`config.mk`:
```
export PLATFORM = sky130hd
export DESIGN_NAME = adc_irq_unit
export DESIGN_NICKNAME = d
export VERILOG_FILES = /design/src/rtl/adc_irq_pkg.sv /design/src/rtl/adc_irq_raw.sv /design/src/rtl/adc_irq_mask.sv /design/src/rtl/adc_irq_regif.sv /design/src/rtl/adc_irq_unit.sv
export SDC_FILE = /design/constraint.sdc
export NUM_CORES = 1
export LEC_CHECK = 0
export CAP_MARGIN = 20
export CORE_MARGIN = 2
export CORE_UTILIZATION = 33
export DETAILED_ROUTE_END_ITERATION = 7
export GPL_TIMING_DRIVEN = 0
export PLACE_DENSITY = 0.81
export SKIP_CTS_REPAIR_TIMING = 1
export SYNTH_ARGS = -nofsm -noshare
export SYNTH_HDL_FRONTEND = slang
export SYNTH_SLANG_ARGS = --single-unit
```
`constraint.sdc`:
```
create_clock -name clk -period 0.97 [get_ports clk]
set_input_delay 0.097 -clock clk [delete_from_list [all_inputs] [get_ports clk]]
set_output_delay 0.097 -clock clk [all_outputs]
set_load 0.02 [all_outputs]
```
`src/rtl/adc_irq_pkg.sv`:
```
package adc_irq_pkg;

    localparam int NUM_SEQ = 4;
    localparam int REG_W   = 32;
    localparam int SEQ_LSB = 0;
    localparam int DMA_LSB = 8;
    localparam int CMP_LSB = 16;
    localparam int RAW_W   = 2 * NUM_SEQ + 1;

    localparam int RAW_OFS  = 4;
    localparam int MASK_OFS = 8;
    localparam int STAT_OFS = 12;

    typedef logic [NUM_SEQ-1:0] seq_vec_t;

    typedef struct packed {
        logic     cmp;
        seq_vec_t dma;
        seq_vec_t seq;
    } raw_flags_t;

    typedef struct packed {
        seq_vec_t cmp;
        seq_vec_t dma;
        seq_vec_t seq;
    } mask_bits_t;

    typedef enum logic [1:0] {
        SEL_NONE,
        SEL_RAW,
        SEL_MASK,
        SEL_STAT
    } reg_sel_e;

    function automatic logic [REG_W-1:0] pack_raw(raw_flags_t r);
        logic [REG_W-1:0] v;
        v = '0;
        v[SEQ_LSB +: NUM_SEQ] = r.seq;
        v[DMA_LSB +: NUM_SEQ] = r.dma;
        v[CMP_LSB]            = r.cmp;
        return v;
    endfunction

    function automatic logic [REG_W-1:0] pack_mask(mask_bits_t m);
        logic [REG_W-1:0] v;
        v = '0;
        v[SEQ_LSB +: NUM_SEQ] = m.seq;
        v[DMA_LSB +: NUM_SEQ] = m.dma;
        v[CMP_LSB +: NUM_SEQ] = m.cmp;
        return v;
    endfunction

    function automatic mask_bits_t unpack_mask(logic [REG_W-1:0] v);
        mask_bits_t m;
        m.seq = v[SEQ_LSB +: NUM_SEQ];
        m.dma = v[DMA_LSB +: NUM_SEQ];
        m.cmp = v[CMP_LSB +: NUM_SEQ];
        return m;
    endfunction

    function automatic mask_bits_t masked_status(raw_flags_t r, mask_bits_t m);
        mask_bits_t s;
        s.seq = r.seq & m.seq;
        s.dma = r.dma & m.dma;
        s.cmp = {NUM_SEQ{r.cmp}} & m.cmp;
        return s;
    endfunction

endpackage

```
`src/rtl/adc_irq_raw.sv`:
```
module adc_irq_raw
    import adc_irq_pkg::*;
(
    input  logic             clk,
    input  logic             rst,
    input  logic [RAW_W-1:0] set_i,
    input  logic [RAW_W-1:0] clr_i,
    output logic [RAW_W-1:0] raw_o
);

    logic [RAW_W-1:0] raw_q;

    // A set in the same cycle as a clear wins, so that no event is lost.
    always_ff @(posedge clk) begin
        if (rst) raw_q <= '0;
        else     raw_q <= (raw_q & ~clr_i) | set_i;
    end

    assign raw_o = raw_q;

    a_r8_set_wins: assert property (@(posedge clk) disable iff (rst)
        (|(set_i & clr_i)) |=> ((raw_q & $past(set_i & clr_i)) == $past(set_i & clr_i)));

    a_r5_clear_drops: assert property (@(posedge clk) disable iff (rst)
        (|(clr_i & ~set_i)) |=> ((raw_q & $past(clr_i & ~set_i)) == '0));

    a_r2_sticky: assert property (@(posedge clk) disable iff (rst)
        ((set_i == '0) && (clr_i == '0)) |=> $stable(raw_q));

endmodule

```
`src/rtl/adc_irq_mask.sv`:
```
module adc_irq_mask
    import adc_irq_pkg::*;
(
    input  logic       clk,
    input  logic       rst,
    input  logic       wr_en,
    input  mask_bits_t wr_data,
    output mask_bits_t mask_o
);

    mask_bits_t mask_q;

    always_ff @(posedge clk) begin
        if (rst)        mask_q <= '0;
        else if (wr_en) mask_q <= wr_data;
    end

    assign mask_o = mask_q;

    a_r11_mask_load: assert property (@(posedge clk) disable iff (rst)
        wr_en |=> (mask_q == $past(wr_data)));

    a_r11_mask_hold: assert property (@(posedge clk) disable iff (rst)
        !wr_en |=> $stable(mask_q));

endmodule

```
`src/rtl/adc_irq_regif.sv`:
```
module adc_irq_regif
    import adc_irq_pkg::*;
#(
    parameter int ADDR_W = 4
) (
    input  logic [ADDR_W-1:0] addr,
    input  logic              wr,
    input  logic              rd,
    input  logic [REG_W-1:0]  wdata,
    input  raw_flags_t        raw,
    input  mask_bits_t        mask,
    input  mask_bits_t        status,
    output logic              mask_wr,
    output mask_bits_t        mask_wdata,
    output raw_flags_t        clr,
    output logic [REG_W-1:0]  rdata
);

    localparam logic [ADDR_W-1:0] A_RAW  = ADDR_W'(RAW_OFS);
    localparam logic [ADDR_W-1:0] A_MASK = ADDR_W'(MASK_OFS);
    localparam logic [ADDR_W-1:0] A_STAT = ADDR_W'(STAT_OFS);

    reg_sel_e sel;

    always_comb begin
        case (addr)
            A_RAW:   sel = SEL_RAW;
            A_MASK:  sel = SEL_MASK;
            A_STAT:  sel = SEL_STAT;
            default: sel = SEL_NONE;
        endcase
    end

    assign mask_wr    = wr && (sel == SEL_MASK);
    assign mask_wdata = unpack_mask(wdata);

    // Write-1-to-clear; any comparator status bit clears the shared flag.
    always_comb begin
        clr = '0;
        if (wr && (sel == SEL_STAT)) begin
            clr.seq = wdata[SEQ_LSB +: NUM_SEQ];
            clr.dma = wdata[DMA_LSB +: NUM_SEQ];
            clr.cmp = |wdata[CMP_LSB +: NUM_SEQ];
        end
    end

    always_comb begin
        rdata = '0;
        if (rd) begin
            case (sel)
                SEL_RAW:  rdata = pack_raw(raw);
                SEL_MASK: rdata = pack_mask(mask);
                SEL_STAT: rdata = pack_mask(status);
                default:  rdata = '0;
            endcase
        end
    end

endmodule

```
`src/rtl/adc_irq_unit.sv`:
```
module adc_irq_unit
    import adc_irq_pkg::*;
#(
    parameter int ADDR_W = 4
) (
    input  logic              clk,
    input  logic              rst,
    input  logic [ADDR_W-1:0] reg_addr,
    input  logic              reg_wr,
    input  logic              reg_rd,
    input  logic [REG_W-1:0]  reg_wdata,
    output logic [REG_W-1:0]  reg_rdata,
    input  logic [NUM_SEQ-1:0] seq_done_evt,
    input  logic [NUM_SEQ-1:0] dma_done_evt,
    input  logic              cmp_match_evt,
    output logic              irq_o
);

    localparam logic [REG_W-1:0] VALID_BITS =
        pack_mask('{cmp: '1, dma: '1, seq: '1});

    raw_flags_t set_v, clr_v, raw_v;
    mask_bits_t mask_v, mask_wdata, status_v;
    logic       mask_wr;

    assign set_v.seq = seq_done_evt;
    assign set_v.dma = dma_done_evt;
    assign set_v.cmp = cmp_match_evt;

    adc_irq_raw u_raw (
        .clk   (clk),
        .rst   (rst),
        .set_i (set_v),
        .clr_i (clr_v),
        .raw_o (raw_v)
    );

    adc_irq_mask u_mask (
        .clk     (clk),
        .rst     (rst),
        .wr_en   (mask_wr),
        .wr_data (mask_wdata),
        .mask_o  (mask_v)
    );

    assign status_v = masked_status(raw_v, mask_v);

    adc_irq_regif #(.ADDR_W(ADDR_W)) u_regif (
        .addr       (reg_addr),
        .wr         (reg_wr),
        .rd         (reg_rd),
        .wdata      (reg_wdata),
        .raw        (raw_v),
        .mask       (mask_v),
        .status     (status_v),
        .mask_wr    (mask_wr),
        .mask_wdata (mask_wdata),
        .clr        (clr_v),
        .rdata      (reg_rdata)
    );

    assign irq_o = |status_v;

    // the line may only be high with some raw flag and some enable set.
    a_r9_irq_needs_flag: assert property (@(posedge clk) disable iff (rst)
        irq_o |-> ((raw_v != '0) && (mask_v != '0)));

    // any comparator status bit implies the shared raw flag.
    a_r4_cmp_shared: assert property (@(posedge clk) disable iff (rst)
        (|status_v.cmp) |-> raw_v.cmp);

    // reserved positions never read as 1.
    a_r10_reserved_zero: assert property (@(posedge clk) disable iff (rst)
        reg_rd |-> ((reg_rdata & ~VALID_BITS) == '0));

endmodule

```
==> impl_metrics.csv <==
group,metric,value,unit
power_and_ir_drop,vdd_ir_drop_max,0.8690,mV
yosys,synthArstFlopShare,0,%
yosys,synth_top_cell_by_area,"dfxtp_1",
floorplan,rows,22,
route,firstDrtPassIters,4,
floorplan,die_w,66.19,um
placement,io_buffers,41,
global_routing,grt_max_degree,12,
sta,holdWs,0.1507,ns
yosys,synth_compound_area_share,28.14,%
critical_path,setup.worst_path.start_class,"flip-flop",
yosys,ys_ff_latch,21,
yosys,synth_top_family_by_area,"compound AO/OA/AOI/OAI gates",
yosys,yosys-mux-area-fraction,0,%
critical_path,end_kind,"output pin",
route,via_count,1363,
yosys,synth-simple-area-share,13.63,%
floorplan,dieHeight,66.19,um
route,vias_per_cell,5.030,
yosys,synthAdderAreaFrac,0,%
yosys,syn_avg_cell_area,8.508,sq um
global_routing,grt_use_met1,18.50,%
clock_network,cts.sinks,21,
global_routing,grt_pass1_vias,1191,
critical_path,crit_type,"flip-flop to output pin",
yosys,synth_top_cell_area_share,32.94,%
clock_network,path_clk_slew,0.07,ns
yosys,synth_cells,150,
cells_and_area,final_cell_mix,"buf_4, inv_1, conb_1",
yosys,synth-edff-count,0,
cells_and_area,syn2layout_area_growth,65.20,%
yosys,yosys_warnings,0,
yosys,synth_area_leaders,"dfxtp_1, buf_4, a311oi_2",
cells_and_area,diodes,0,
power_and_ir_drop,power_density,981.4,nW/um^2
worst_hold_path,hold_path.class,"input pin to flip-flop",
global_routing,groute.layer.met2.usage,27.88,%
global_routing,antenna_found_initial,0,
yosys,synth_seq_area_share,32.94,%
placement,dp_hpwl,2.586,mm
global_routing,grt_usage,16.32,%
floorplan,core,3689,sq um
global_routing,met3_usage,6.303,%
global_routing,grt_pass1_wl,5.368,mm
power_and_ir_drop,leakage,0.9574,nW
cells_and_area,layout-drive-gt1-share,47.53,%
sta,timing.final.crit_period,1.496,ns
critical_path,required,0.87,ns
critical_path,crit_arrival,1.40,ns
yosys,synthXorXnorAreaFrac,0,%
clock_network,numCtsBuffers,3,
route,drtIter0Drc,77,
yosys,synth_ff_type,"dfxtp_1",
clock_network,cts_tree,"built",
route,wire_per_inst,16.27,um
cells_and_area,layout_commonest_cell,"buf_4",
placement,gp_congestion,0.8495,
clock_network,worstSkewPairLatency,0.26,ns
sta,fmax,0.6685,GHz
flow_run,cap_violations,0,
sta,timing.final.crit_share,154.2,%
placement,place_inst,258,
route,wl,4.408,mm
critical_path,worstPathMaxFanout,2,
sta,fin_skew,0,ns
sta,worst_slack,-0.5258,ns
yosys,syn-cell-area,1276,sq um
global_routing,gr-total-overflow,0,
cells_and_area,final_nets,273,
clock_network,cts.htree.levels,1,
clock_network,cts_buffer_depth,2,
floorplan,io_pins,82,
cells_and_area,finalNonFillerCells,271,
floorplan,fp.dieArea,4380,sq um
sta,grt_setup_unrepaired,"yes",
route,antenna_left,0,
yosys,synthDistinctLibCells,21,
sta,slew_violations,0,
sta,setup-violations-final,16,
outcome,violations,"setup timing",
sta,finalHoldViolCount,0,
outcome,status,"finished, violations left",
clock_network,root_buffer,"clkbuf_8",
route,drc,0,
global_routing,busiest_layer,"met2",
floorplan,start_util,34.60,%
-- state kept, by name, indices dropped and copies added, names as in the netlist --
register,cells
u_raw.raw_o,9
u_mask.mask_o,12
-- power by group --
group / switching, mW / internal (mW) / total, mW
clock network: 0.291 / 0.293 / 0.583
registers: 0.0355 / 0.899 / 0.935
logic: 0.296 / 0.255 / 0.551
total: 0.622 / 1.45 / 2.07
-- critical path, stage by stage, from the launching register on --
cell     delay [ns]
dfxtp_2        0.34
o41ai_2        0.42
nand4_1        0.18
buf_2          0.19
-- cells in the mapped netlist, types with 2 or more instances --
master    count
inv_1        31
a221oi_1     10
nand4_1      13
a22oi_1       2
nor2_1       14
and2_4        2
o31ai_1      12
buf_2         3
buf_4        20
clkbuf_1      4
buf_6         2
a311oi_2      8
dfxtp_1      21
-- worst paths after layout --
kind / startpoint / cells past startpoint / slack [ns] / end
max: u_mask.mask_o[8] / 3 / -0.53 / irq_o
max reg2reg: u_mask.mask_o[7] / 3 / 0.10 / u_mask.mask_o[7]
min: reg_wdata[17] / 3 / 0.15 / u_mask.mask_o[9]
min reg2reg: u_mask.mask_o[2] / 2 / 0.48 / u_mask.mask_o[2]
-- cell type report --
class	count	area, sq um
sequential	21	444.2
timing repair buffer	49	465.4
clock buffer	4	45.04
tap	48	60.06
multi-input combinational	89	744.5
buffer	29	232.7
fill	333	1580
inverter	31	116.4
-- metal layers --
| metal | routed length [um] | vias to the layer above |
|---|---|---|
| met3 | 419 | 13 |
| met1 | 1647 | 618 |
| met5 | 0 | - |
| li1 | - | 650 |
| met2 | 2247 | 82 |
| met4 | 93 | 0 |
-- cells by family (layout without fill, tap and decap cells) --
group / after synthesis / count (layout)
AO/OA/AOI/OAI: 37 / 38
buffers and inverters: 60 / 113
flip-flops: 21 / 21
other: 1 / 20
AND/OR/NAND/NOR: 31 / 31
-- through the flow --
step / utilization (%) / power [mW] / worst slack, ns / setup TNS [ns] / instance area (sq um)
floorplan: - / 1.215 / -0.1362 / -1.265 / 1354
global placement: 49.46 / 1.403 / -1.201 / -23.22 / 1824
detailed placement: 49.46 / 1.411 / -1.205 / -23.71 / 1824
CTS: 50.68 / 1.981 / -1.213 / -18.19 / 1869
global route: 57.16 / 2.141 / -0.5920 / -4.285 / 2108
finish: 57.16 / 2.069 / -0.5258 / -3.465 / 2108
Note: power is estimated with default switching activity, not from simulation.
